**src/rtl/pcm_rx_pkg.sv**
```systemverilog
package pcm_rx_pkg;

    localparam int SAMPLE_W = 32;
    localparam int LEN_W    = 6;
    localparam int IDX_W    = $clog2(SAMPLE_W);

    typedef enum logic [1:0] {
        FRM_MSB = 2'd0,
        FRM_LSB = 2'd1,
        FRM_I2S = 2'd2
    } framing_e;

    typedef struct packed {
        framing_e               framing;
        logic [LEN_W-1:0]       len;
    } fmt_cfg_t;

    typedef struct packed {
        logic [SAMPLE_W-1:0]    data;
        logic                   is_left;
        logic                   ok;
    } word_t;

    function automatic fmt_cfg_t decode_fmt(input logic [2:0] sel);
        fmt_cfg_t c;
        case (sel)
            3'd0:    c = fmt_cfg_t'{FRM_LSB, 6'd16};
            3'd1:    c = fmt_cfg_t'{FRM_LSB, 6'd20};
            3'd2:    c = fmt_cfg_t'{FRM_MSB, 6'd24};
            3'd3:    c = fmt_cfg_t'{FRM_I2S, 6'd24};
            3'd4:    c = fmt_cfg_t'{FRM_LSB, 6'd24};
            3'd5:    c = fmt_cfg_t'{FRM_LSB, 6'd32};
            3'd6:    c = fmt_cfg_t'{FRM_MSB, 6'd32};
            default: c = fmt_cfg_t'{FRM_I2S, 6'd32};
        endcase
        return c;
    endfunction

    // Replicate bit len-1 into every position at or above len.
    function automatic logic [SAMPLE_W-1:0] sign_ext(input logic [SAMPLE_W-1:0] raw,
                                                     input logic [LEN_W-1:0]    len);
        logic [SAMPLE_W-1:0] res;
        logic [IDX_W-1:0]    top;
        top = IDX_W'(len - 6'd1);
        for (int i = 0; i < SAMPLE_W; i++) begin
            res[i] = (i < int'(len)) ? raw[i] : raw[top];
        end
        return res;
    endfunction

    // Channel identity from the word-clock level; I2S inverts the sense.
    function automatic logic lr_is_left(input framing_e f, input logic lr);
        return (f == FRM_I2S) ? !lr : lr;
    endfunction

endpackage

```
**src/rtl/pcm_rx_sync.sv**
```systemverilog
module pcm_rx_sync #(
    parameter int WIDTH  = 3,
    parameter int STAGES = 2
) (
    input  logic             clk,
    input  logic             rst,
    input  logic [WIDTH-1:0] d_i,
    output logic [WIDTH-1:0] q_o
);
    logic [WIDTH-1:0] stage_q [STAGES];

    generate
        for (genvar s = 0; s < STAGES; s++) begin : g_stage
            if (s == 0) begin : g_first
                always_ff @(posedge clk) begin
                    if (rst) stage_q[s] <= '0;
                    else     stage_q[s] <= d_i;
                end
            end else begin : g_next
                always_ff @(posedge clk) begin
                    if (rst) stage_q[s] <= '0;
                    else     stage_q[s] <= stage_q[s-1];
                end
            end
        end
    endgenerate

    assign q_o = stage_q[STAGES-1];
endmodule

```
**src/rtl/pcm_rx_word.sv**
```systemverilog
module pcm_rx_word
    import pcm_rx_pkg::*;
#(
    parameter int CNT_W = 7
) (
    input  logic     clk,
    input  logic     rst,
    input  logic     tick_i,
    input  logic     lr_i,
    input  logic     din_i,
    input  fmt_cfg_t cfg_i,
    output logic     word_vld_o,
    output word_t    word_o
);
    localparam int PAD_W = CNT_W - LEN_W;

    logic [SAMPLE_W-1:0] acc_q, next_acc, base_acc;
    logic [CNT_W-1:0]    cnt_q, base_cnt, cnt_inc, off, pos, len_ext, need;
    logic [IDX_W-1:0]    slot;
    logic                cur_lr_q, started_q, primed_q, boundary;

    always_comb begin
        len_ext  = {{PAD_W{1'b0}}, cfg_i.len};
        off      = (cfg_i.framing == FRM_I2S) ? CNT_W'(1) : '0;
        need     = len_ext + off;
        boundary = started_q && (lr_i != cur_lr_q);
        base_cnt = boundary ? '0 : cnt_q;
        base_acc = boundary ? '0 : acc_q;
        cnt_inc  = (base_cnt == '1) ? base_cnt : base_cnt + CNT_W'(1);
        pos      = base_cnt - off;
        slot     = IDX_W'(len_ext - CNT_W'(1) - pos);
        next_acc = base_acc;
        if (cfg_i.framing == FRM_LSB) begin
            next_acc = {base_acc[SAMPLE_W-2:0], din_i};
        end else if ((base_cnt >= off) && (pos < len_ext)) begin
            next_acc[slot] = din_i;
        end
    end

    always_ff @(posedge clk) begin
        if (rst) begin
            acc_q      <= '0;
            cnt_q      <= '0;
            cur_lr_q   <= 1'b0;
            started_q  <= 1'b0;
            primed_q   <= 1'b0;
            word_vld_o <= 1'b0;
            word_o     <= '0;
        end else begin
            word_vld_o <= 1'b0;
            if (tick_i) begin
                started_q <= 1'b1;
                cur_lr_q  <= lr_i;
                acc_q     <= next_acc;
                cnt_q     <= cnt_inc;
                if (boundary) begin
                    primed_q       <= 1'b1;
                    word_vld_o     <= primed_q;
                    word_o.data    <= sign_ext(acc_q, cfg_i.len);
                    word_o.is_left <= lr_is_left(cfg_i.framing, cur_lr_q);
                    word_o.ok      <= (cnt_q >= need);
                end
            end
        end
    end
endmodule

```
**src/rtl/pcm_rx_pair.sv**
```systemverilog
module pcm_rx_pair
    import pcm_rx_pkg::*;
(
    input  logic                clk,
    input  logic                rst,
    input  logic                word_vld_i,
    input  word_t               word_i,
    output logic [SAMPLE_W-1:0] left_o,
    output logic [SAMPLE_W-1:0] right_o,
    output logic                valid_o,
    output logic                frame_err_o
);
    logic [SAMPLE_W-1:0] left_hold_q;
    logic                have_left_q;

    always_ff @(posedge clk) begin
        if (rst) begin
            left_hold_q <= '0;
            have_left_q <= 1'b0;
            left_o      <= '0;
            right_o     <= '0;
            valid_o     <= 1'b0;
            frame_err_o <= 1'b0;
        end else begin
            valid_o     <= 1'b0;
            frame_err_o <= 1'b0;
            if (word_vld_i) begin
                if (!word_i.ok) begin
                    frame_err_o <= 1'b1;
                    have_left_q <= 1'b0;
                end else if (word_i.is_left) begin
                    left_hold_q <= word_i.data;
                    have_left_q <= 1'b1;
                end else if (have_left_q) begin
                    left_o      <= left_hold_q;
                    right_o     <= word_i.data;
                    valid_o     <= 1'b1;
                    have_left_q <= 1'b0;
                end
            end
        end
    end
endmodule

```
**src/rtl/pcm_rx_top.sv**
```systemverilog
module pcm_rx_top
    import pcm_rx_pkg::*;
#(
    parameter int SYNC_STAGES = 2,
    parameter int CNT_W       = 7
) (
    input  logic                clk,
    input  logic                rst,
    input  logic [2:0]          fmt_i,
    input  logic                bck_i,
    input  logic                lrck_i,
    input  logic                sdata_i,
    output logic [SAMPLE_W-1:0] left_o,
    output logic [SAMPLE_W-1:0] right_o,
    output logic                valid_o,
    output logic                frame_err_o
);
    logic [2:0] pins_s;
    logic       bck_d_q, tick;
    fmt_cfg_t   cfg;
    word_t      word;
    logic       word_vld;

    pcm_rx_sync #(.WIDTH(3), .STAGES(SYNC_STAGES)) u_sync (
        .clk (clk),
        .rst (rst),
        .d_i ({sdata_i, lrck_i, bck_i}),
        .q_o (pins_s)
    );

    always_ff @(posedge clk) begin
        if (rst) bck_d_q <= 1'b0;
        else     bck_d_q <= pins_s[0];
    end

    assign tick = pins_s[0] && !bck_d_q;
    assign cfg  = decode_fmt(fmt_i);

    pcm_rx_word #(.CNT_W(CNT_W)) u_word (
        .clk        (clk),
        .rst        (rst),
        .tick_i     (tick),
        .lr_i       (pins_s[1]),
        .din_i      (pins_s[2]),
        .cfg_i      (cfg),
        .word_vld_o (word_vld),
        .word_o     (word)
    );

    pcm_rx_pair u_pair (
        .clk         (clk),
        .rst         (rst),
        .word_vld_i  (word_vld),
        .word_i      (word),
        .left_o      (left_o),
        .right_o     (right_o),
        .valid_o     (valid_o),
        .frame_err_o (frame_err_o)
    );
endmodule

```
**config.mk**
```make
export PLATFORM = sky130hd
export DESIGN_NAME = pcm_rx_top
export DESIGN_NICKNAME = d
export VERILOG_FILES = /design/src/rtl/pcm_rx_pkg.sv /design/src/rtl/pcm_rx_sync.sv /design/src/rtl/pcm_rx_word.sv /design/src/rtl/pcm_rx_pair.sv /design/src/rtl/pcm_rx_top.sv
export SDC_FILE = /design/constraint.sdc
export NUM_CORES = 1
export LEC_CHECK = 0
export CORE_MARGIN = 4
export CORE_UTILIZATION = 41
export CTS_BUF_LIST = sky130_fd_sc_hd__clkbuf_4 sky130_fd_sc_hd__clkbuf_8
export CTS_CLUSTER_DIAMETER = 120
export CTS_CLUSTER_SIZE = 10
export DETAILED_ROUTE_END_ITERATION = 10
export PLACE_DENSITY = 0.65
export SYNTH_ARGS = -nofsm -noshare
export SYNTH_HDL_FRONTEND = slang
export SYNTH_SLANG_ARGS = --single-unit
```
**constraint.sdc**
```tcl
create_clock -name clk -period 4.7 [get_ports clk]
set_clock_uncertainty 0.1 [all_clocks]
set_input_delay 1.41 -clock clk [delete_from_list [all_inputs] [get_ports clk]]
set_output_delay 1.41 -clock clk [all_outputs]
set_load 0.005 [all_outputs]
```
==> impl_metrics.tcl <==
set metrics [dict create \
    syn_to_final_growth_pct 20.40 \
    ys_types 62 \
    setup_tns_ns 0 \
    cts_setup_buffers 0 \
    initial_core_util_pct 42.08 \
    overflow 0 \
    place_congestion 0.9236 \
    synthFlopType "dfxtp_1" \
    cp-end-kind "flip-flop" \
    drcViolationCount 0 \
    final_cell_mix "nand2_1, dfxtp_1, a21oi_1, nor2_1, clkdlybuf4s50_1" \
    clockRootBuffer "clkbuf_8" \
    n_fill_cell 1974 \
    grt_pass1_wl_mm 37.30 \
    layout.cells.most_common "nand2_1" \
    hold_viol_final 0 \
    place_area_sq_um 9475 \
    drive_above_1_share_pct 10.29 \
    placementRows 51 \
    ys_ff_latch 183 \
    pre_cts_slack_ns -0.1743 \
    yosysWarnings 0 \
    nets 1157 \
    core-area_sq_um 19590 \
    clkTransAtPathRegs_ns 0.11 \
    insertion_delay_ns 0.47 \
    cellPowerDensity_nw_per_um2 311.0 \
    cp_cell_sequence "clkdlybuf4s50_1, and2_1, ha_1, ha_1, xnor2_1, ha_1, inv_1, fa_1, xor2_1, nand2_1, a2111oi_1, buf_4, a31oi_1, a311oi_2" \
    worstSetupStartpointType "primary input" \
    stdcell_area_sq_um 9925 \
    finalPower_mw 3.087 \
    cts_tree "done" \
    hold_class "reg -> reg" \
    rsz0062_at_grt "false" \
    cts_buffer_depth 2 \
    slew_headroom_pct 36.63 \
    leakage_nw 3.442 \
    slew_viol_final 0 \
    cp.depth 14 \
    fin_crit_sh_pct 93.52 \
    worst_r2r_startpoint "u_word.cur_lr_q" \
    fmax_mhz 227.5 \
    wl_mm 22.79 \
    r2r_end "u_word.acc_q[2]" \
    numPortBuffers 73 \
    setup_ws_ns 0.3044 \
    drv_cap 0 \
    worst-path-max-fanout 11 \
    path_class "in -> reg" \
    r2r_slack_ns 0.81 \
    ys_seq_area_share_pct 44.44 \
    routedWlPerCell_um 16.14 \
    cp-startpoint "fmt_i[1]" \
    tightest_slew_ns 0.9505 \
    syn-num-nets 1083 \
    critPathMaxStageDelay_ns 0.57 \
    cpLargestDelayFamily "adder cells" \
    fin_hold_ws_ns 0.3413 \
    ant_nets 0 \
    drt_iter0_markers 560 \
    ios 74 \
    dr.pass1.iters 5 \
    grt_max_degree 83 \
    dp_hpwl_mm 15.30 \
    cts-resized-gates 0 \
    chipHeight_um 149.8 \
    synth-edff-count 0 \
    ctsHoldBuffers 0 \
    required_ns 4.99 \
    path_buf_inv 3 \
    reg2reg_depth 16 \
    first_global_vias 7129 \
    antenna_found_initial 0 \
    endpoint "u_word.acc_q[2]" \
    ir_drop_v 0.0001782 \
    die_area_sq_um 22440 \
    num_vias 7623 \
    synthArstFlopShare_pct 0 \
    num_antenna_cells 0 \
    netlist_instances 1060 \
    setup_viol 0 \
    cts_buffers 17 \
    vias_per_cell 5.399 \
    arrival_ns 4.68 \
    die_w_um 149.8 \
    cp_common_cell "ha_1" \
    outcome "complete, no violations" \
    syn_area_sq_um 8243 \
    period_needed_ns 4.396 \
    syn_avg_cell_area_sq_um 7.776 \
    grt_use_total_pct 20.58 \
    slowest_stage "clkdlybuf4s50_1" \
    clkSinkCount 183 \
    htreeDepth 4 \
]
worst min-delay path by stage:
stage,end,slack (ns),from,cells past startpoint
4_1_cts,u_pair.left_o[16],0.34,u_pair.left_hold_q[16],2
3_5_place_dp,u_sync.stage_q[1][2],0.33,u_sync.stage_q[0][2],1
3_3_place_gp,u_sync.stage_q[1][0],0.33,u_sync.stage_q[0][0],1
5_1_grt,u_pair.left_o[26],0.37,u_pair.left_o[26],2
6_report,u_pair.left_o[16],0.34,u_pair.left_hold_q[16],2
2_1_floorplan,u_sync.stage_q[1][0],0.31,u_sync.stage_q[0][0],1
cell usage after synthesis, types with 2 or more instances:
| master | n | area (sq um) |
|---|---|---|
| nand4_1 | 2 | 12.51 |
| a31oi_1 | 37 | 231.5 |
| a311oi_1 | 9 | 78.83 |
| xnor2_1 | 8 | 70.07 |
| o21ai_0 | 46 | 230.2 |
| o21bai_1 | 11 | 82.58 |
| inv_1 | 13 | 48.80 |
| dfxtp_1 | 183 | 3664 |
| nor2_1 | 78 | 292.8 |
| mux4_2 | 2 | 45.04 |
| a21oi_1 | 168 | 840.8 |
| a22oi_1 | 2 | 15.01 |
| a2111oi_1 | 4 | 40.04 |
| buf_1 | 11 | 41.29 |
| nor4_1 | 5 | 31.28 |
| nand2_1 | 268 | 1006 |
| o21a_1 | 4 | 30.03 |
| clkbuf_1 | 60 | 225.2 |
| nand3b_1 | 2 | 15.01 |
| a32oi_1 | 2 | 17.52 |
| or2_2 | 2 | 12.51 |
| or3b_2 | 2 | 17.52 |
| buf_2 | 5 | 25.02 |
| and2_1 | 4 | 25.02 |
| nor4_2 | 4 | 50.05 |
| and3_1 | 9 | 56.30 |
| a211oi_1 | 18 | 135.1 |
| and4_1 | 2 | 17.52 |
| nand2b_1 | 4 | 25.02 |
| nor3_1 | 8 | 40.04 |
| nor3b_1 | 9 | 67.56 |
| nor2b_1 | 8 | 50.05 |
| ha_1 | 14 | 175.2 |
| nand3_1 | 8 | 40.04 |
| mux2i_1 | 21 | 210.2 |
worst reg2reg max path, cell delays in order, from the launching register on:
cell and delay (ns):
dfxtp_1 0.39, xor2_2 0.21, and2_0 0.18, nor2_1 0.30, inv_1 0.09, ha_1 0.23
ha_1 0.22, xnor2_1 0.17, ha_1 0.16, inv_1 0.06, fa_1 0.41, xor2_1 0.20
nand2_1 0.11, a2111oi_1 0.35, buf_4 0.26, a31oi_1 0.11, a311oi_2 0.26
power by group:
group / switching, mW / leakage, nW / internal [mW]
Sequential: 0.0212 / 1.48 / 1.56
Clock: 0.689 / 0.223 / 0.474
Combinational: 0.206 / 1.74 / 0.133
state kept, by name (all words and copies together) (netlist names):
name,cells
u_word.word_o,34
u_pair.left_hold_q,32
u_pair.left_o,32
u_pair.right_o,32
u_word.acc_q,32
u_word.cnt_q,7
u_sync.stage_q,6
bck_d_q,1
u_pair.frame_err_o,1
u_pair.have_left_q,1
u_pair.valid_o,1
u_word.cur_lr_q,1
u_word.primed_q,1
u_word.started_q,1
u_word.word_vld_o,1
cells by family after synthesis:
| family | share of synthesized area (%) |
|---|---|
| AND/OR/NAND/NOR | 22.16 |
| multiplexers | 3.415 |
| buffers and inverters | 4.402 |
| flip-flops | 44.44 |
| adder cells (fa/ha/maj) | 2.368 |
| XOR/XNOR | 1.154 |
| AO/OA/AOI/OAI | 22.06 |
routing by layer:
layer	GRT usage (%)	share of wire, %
met1	28.09	46
met2	32.31	45
met3	3.059	5.5
met4	9.286	3.3
met5	0	0
per-stage QoR:
| stage | cells | utilization (%) |
|---|---|---|
| 2_1_floorplan | 1060 | - |
| 3_3_place_gp | 1380 | 48.37 |
| 3_5_place_dp | 1380 | 48.37 |
| 4_1_cts | 1412 | 50.66 |
| 5_1_grt | 1412 | 50.66 |
| 6_report | 1412 | 50.66 |
layout make-up:
| type | instances | area (sq um) | share of cell area, % |
|---|---|---|---|
| Multi-Input combinational cell | 785 | 4233 | 42.65 |
| Tap cell | 265 | 331.6 | 3.341 |
| Timing Repair Buffer | 133 | 1195 | 12.04 |
| Clock buffer | 17 | 234.0 | 2.358 |
| Sequential cell | 183 | 3664 | 36.91 |
| Clock inverter | 15 | 215.2 | 2.168 |
| Inverter | 14 | 52.55 | 0.5295 |
(Power assumes the default switching activity.)
